--- src/rtl/mc_prg_mapper.sv ---
module mc_prg_mapper #(
  parameter int LOW_W = 3,
  parameter int GRP_W = 3,
  parameter int WIN_W = 14
) (
  input  logic                         clk,
  input  logic                         rst,
  input  logic                         wr_en,
  input  logic [15:0]                  cpu_addr,
  input  logic [7:0]                   cpu_data,
  input  logic [13:0]                  ppu_addr,
  output logic [LOW_W+GRP_W-1:0]       prg_bank,
  output logic [LOW_W+GRP_W+WIN_W-1:0] prg_addr,
  output logic                         ciram_a10
);
  logic [LOW_W-1:0] low_q;
  logic [GRP_W-1:0] grp_q;
  logic             nrom_q, tsp_q, vert_q, frz_q;
  logic             hit;
  logic [LOW_W-1:0] low_sel;

  assign hit = wr_en && cpu_addr[15];

  always_ff @(posedge clk) begin
    if (rst) begin
      low_q  <= '0;
      grp_q  <= '0;
      nrom_q <= 1'b0;
      tsp_q  <= 1'b0;
      vert_q <= 1'b0;
      frz_q  <= 1'b0;
    end else if (hit) begin
      low_q <= cpu_data[LOW_W-1:0];
      if (!frz_q) begin
        grp_q  <= {cpu_addr[4], cpu_data[4], cpu_data[3]};
        nrom_q <= cpu_data[5];
        tsp_q  <= cpu_data[6];
        vert_q <= cpu_data[7];
        frz_q  <= cpu_addr[3];
      end
    end
  end

  always_comb begin
    unique case ({nrom_q, tsp_q})
      2'b00:   low_sel = cpu_addr[14] ? '1 : low_q;
      2'b01:   low_sel = cpu_addr[14] ? '1 : {low_q[LOW_W-1:1], 1'b0};
      2'b10:   low_sel = low_q;
      default: low_sel = {low_q[LOW_W-1:1], cpu_addr[14]};
    endcase
  end

  assign prg_bank  = {grp_q, low_sel};
  assign prg_addr  = {prg_bank, cpu_addr[WIN_W-1:0]};
  assign ciram_a10 = vert_q ? ppu_addr[10] : ppu_addr[11];
endmodule


--- config.mk ---
export PLATFORM = sky130hd
export DESIGN_NAME = mc_prg_mapper
export DESIGN_NICKNAME = d
export VERILOG_FILES = /design/src/rtl/mc_prg_mapper.sv
export SDC_FILE = /design/constraint.sdc
export NUM_CORES = 1
export LEC_CHECK = 0
export CORE_AREA = 2 2 52 54
export CTS_CLUSTER_DIAMETER = 120
export CTS_CLUSTER_SIZE = 10
export DETAILED_ROUTE_END_ITERATION = 10
export DIE_AREA = 0 0 54 56
export PLACE_DENSITY_LB_ADDON = 0.05
export SLEW_MARGIN = 5
export SYNTH_ARGS = -nofsm -noshare
export SYNTH_HDL_FRONTEND = slang
export SYNTH_SLANG_ARGS = --single-unit
--- constraint.sdc ---
create_clock -name clk -period 1.4 [get_ports clk]
set_clock_uncertainty 0.2 [all_clocks]
set_input_delay 0.35 -clock clk [delete_from_list [all_inputs] [get_ports clk]]
set_output_delay 0.35 -clock clk [all_outputs]
set_load 0.02 [all_outputs]
==> impl_metrics.json <==
{
  "hold_viol_final": 0,
  "avgSynthCellArea_um2": 9.16,
  "syn_inst": 71,
  "critical_path_class": "reg -> out",
  "synth_edf_count": 0,
  "drt_iter0_drc": 4,
  "dpl.hpwl_um": 974,
  "finalCritPeriodShare": 1.16,
  "num_rows": 18,
  "whs_endpoint": "frz_q",
  "synth_compound_area_frac": 0.0923,
  "clockRootBuffer": "clkbuf_4",
  "cts.path.max_buffers": 2,
  "holdPathStages": 2,
  "violations": "negative setup slack",
  "route.vias.total": 522,
  "setup_ws_ps": -225,
  "antenna_found_initial": 0,
  "power_frac_comb": 0.301,
  "multi_input_area_um2": 302,
  "synth_seq_area_share": 0.308,
  "clk_pin_slew_ps": 80,
  "dieWidth_um": 54,
  "cts_htree_levels": 1,
  "endpoint_kind": "primary output",
  "overflow": 0,
  "synthArstFlopShare": 0,
  "ff_latch_area_um2": 206,
  "ir_drop_v": 0.000375,
  "crit_required_ps": 850,
  "fmax_mhz": 615,
  "syn2layout_area_growth_pct": 51.9,
  "setup_viol": 7,
  "firstDrtPassIters": 2,
  "rrSetupSlack_ps": 270,
  "synth_warnings": 0,
  "pin_count": 68,
  "cts_tree": "built",
  "grt_max_degree": 14,
  "initial_core_util": 0.267,
  "synth_mux_area_frac": 0.110,
  "grt_use_total": 0.0955,
  "p_seq_frac": 0.376,
  "worstMarginPinSlew_ps": 167,
  "synth_flop_cell": "dfxtp_1",
  "min_path_type": "reg -> reg",
  "status": "complete, but fails checks",
  "p_sw_mw": 0.214,
  "numCtsBuffers": 3,
  "insertion_delay_ps": 270,
  "antenna_cells": 0,
  "synth_top_family_by_area": "buffers and inverters",
  "synth_fa_ha_area_frac": 0,
  "crit_path_max_fanout": 3,
  "relSlewSlack": 0.889,
  "die_h_um": 56,
  "post-route-min-period_ps": 1630,
  "yosys.area_share.simple": 0.196,
  "fin_setup_tns_ps": -1190,
  "die-area_mm2": 0.00302,
  "core_mm2": 0.00243,
  "intPower_mw": 0.605,
  "netSwitchingFraction": 0.262,
  "grt_pass1_wl_um": 2120,
  "ys_ff_latch": 10,
  "grt_pass1_vias": 504,
  "synth_xor_area_frac": 0,
  "final_cell_area_um2": 988,
  "gp_congestion": 0.638,
  "fin_hold_ws_ps": 276,
  "regToRegStartpoint": "frz_q",
  "routedWlPerCell_um": 10.7,
  "worstPathArrival_ps": 1080,
  "cts_num_sinks": 10,
  "worstHoldStart": "frz_q",
  "syn_area_um2": 651,
  "nets": 135,
  "port_buffers": 31,
  "final_cell_mix": "13 x buf_4, 12 x nand2b_1, 11 x clkdlybuf4s50_1, 9 x buf_6, 7 x dfxtp_1",
  "p_clk_frac": 0.323,
  "report.final.slew_viol_count": 0,
  "drc_errors": 0,
  "place_area_um2": 905,
  "drive_gt1_frac": 0.452,
  "routed_wl_um": 1320,
  "cap_violations": 0,
  "final_common_cell": "buf_4",
  "rsz0062_at_grt": "yes",
  "crit_path_start_kind": "flop",
  "p_leak_nw": 0.431,
  "rr_worst_depth": 3,
  "r2r_end": "grp_q[1]",
  "synth_fp_nets": 112,
  "ant_nets": 0,
  "p_per_area_mw_per_mm2": 829,
  "fillers": 260,
  "yosysUniqueCellTypes": 15,
  "viasPerCell": 4.24
}
## power groups by stage
stage                     sequential, mW  combinational (mW)  clock, mW
after CTS                          0.308               0.244      0.277
after global routing               0.311               0.264      0.292
final                              0.309               0.247      0.265
after detailed placement           0.314               0.232          0
after global placement             0.314               0.230          0
after floorplan                    0.318               0.170          0
## what timing repair did
action	in CTS	in global routing
hold buffers	0	0
resized for setup	92	4
setup endpoints to repair	15	10
setup buffers	2	1
pin swaps	1	0
## flip-flops by register name, summed over array words and instances (netlist names)
| signal | flops |
|---|---|
| grp_q | 3 |
| low_q | 3 |
| vert_q | 1 |
| frz_q | 1 |
| tsp_q | 1 |
| nrom_q | 1 |
## worst max-delay path: stages (launching register included)
cell	delay, ps
dfxtp_2	330
nand2b_4	130
a22o_4	220
buf_6	130
## per-stage QoR
stage	cells	util	power (mW)	setup WS, ps
2_1_floorplan	71	-	0.487	5.12
3_3_place_gp	116	0.372	0.544	-764
3_5_place_dp	116	0.372	0.546	-789
4_1_cts	122	0.399	0.830	-235
5_1_grt	123	0.406	0.867	-278
6_report	123	0.406	0.820	-225
## synth_stat cells, types with 3 or more instances
cell type | number | area share
buf_6 | 3 | 0.052
a21bo_2 | 3 | 0.046
nand3_1 | 3 | 0.023
nand2b_1 | 16 | 0.15
mux2i_1 | 6 | 0.092
dfxtp_1 | 10 | 0.31
buf_4 | 20 | 0.23
a21oi_1 | 3 | 0.023
## worst max path at each step
| stage | start | to | cells past startpoint | slack (ps) |
|---|---|---|---|---|
| after floorplan | tsp_q | prg_bank[0] | 3 | 5 |
| after global placement | cpu_addr[14] | prg_bank[1] | 4 | -760 |
| after detailed placement | cpu_addr[14] | prg_addr[16] | 4 | -790 |
| after CTS | tsp_q | prg_bank[0] | 3 | -240 |
| after global routing | tsp_q | prg_addr[14] | 3 | -280 |
| final | tsp_q | prg_addr[14] | 3 | -230 |
## kinds of logic (layout without fill, tap and decap cells)
family | after synthesis | count (layout)
AO/OA/AOI/OAI | 8 | 8
buffers and inverters | 25 | 47
flip-flops | 10 | 10
multiplexers | 7 | 7
AND/OR/NAND/NOR | 21 | 21
## layer usage
metal	vias to the layer above	track usage	routed length (um)
li1	257	-	-
met1	243	0.110	552
met2	20	0.150	622
met3	2	0.0323	124
met4	0	0.0536	15
met5	-	0	0
## final cells by class
type	count	share of cell area
multi-input combinational	36	0.305
tap	30	0.0380
timing repair buffer	42	0.408
inverter	1	0.00380
sequential	10	0.209
clock buffer	4	0.0367
Power figures use the tool's default switching activity.
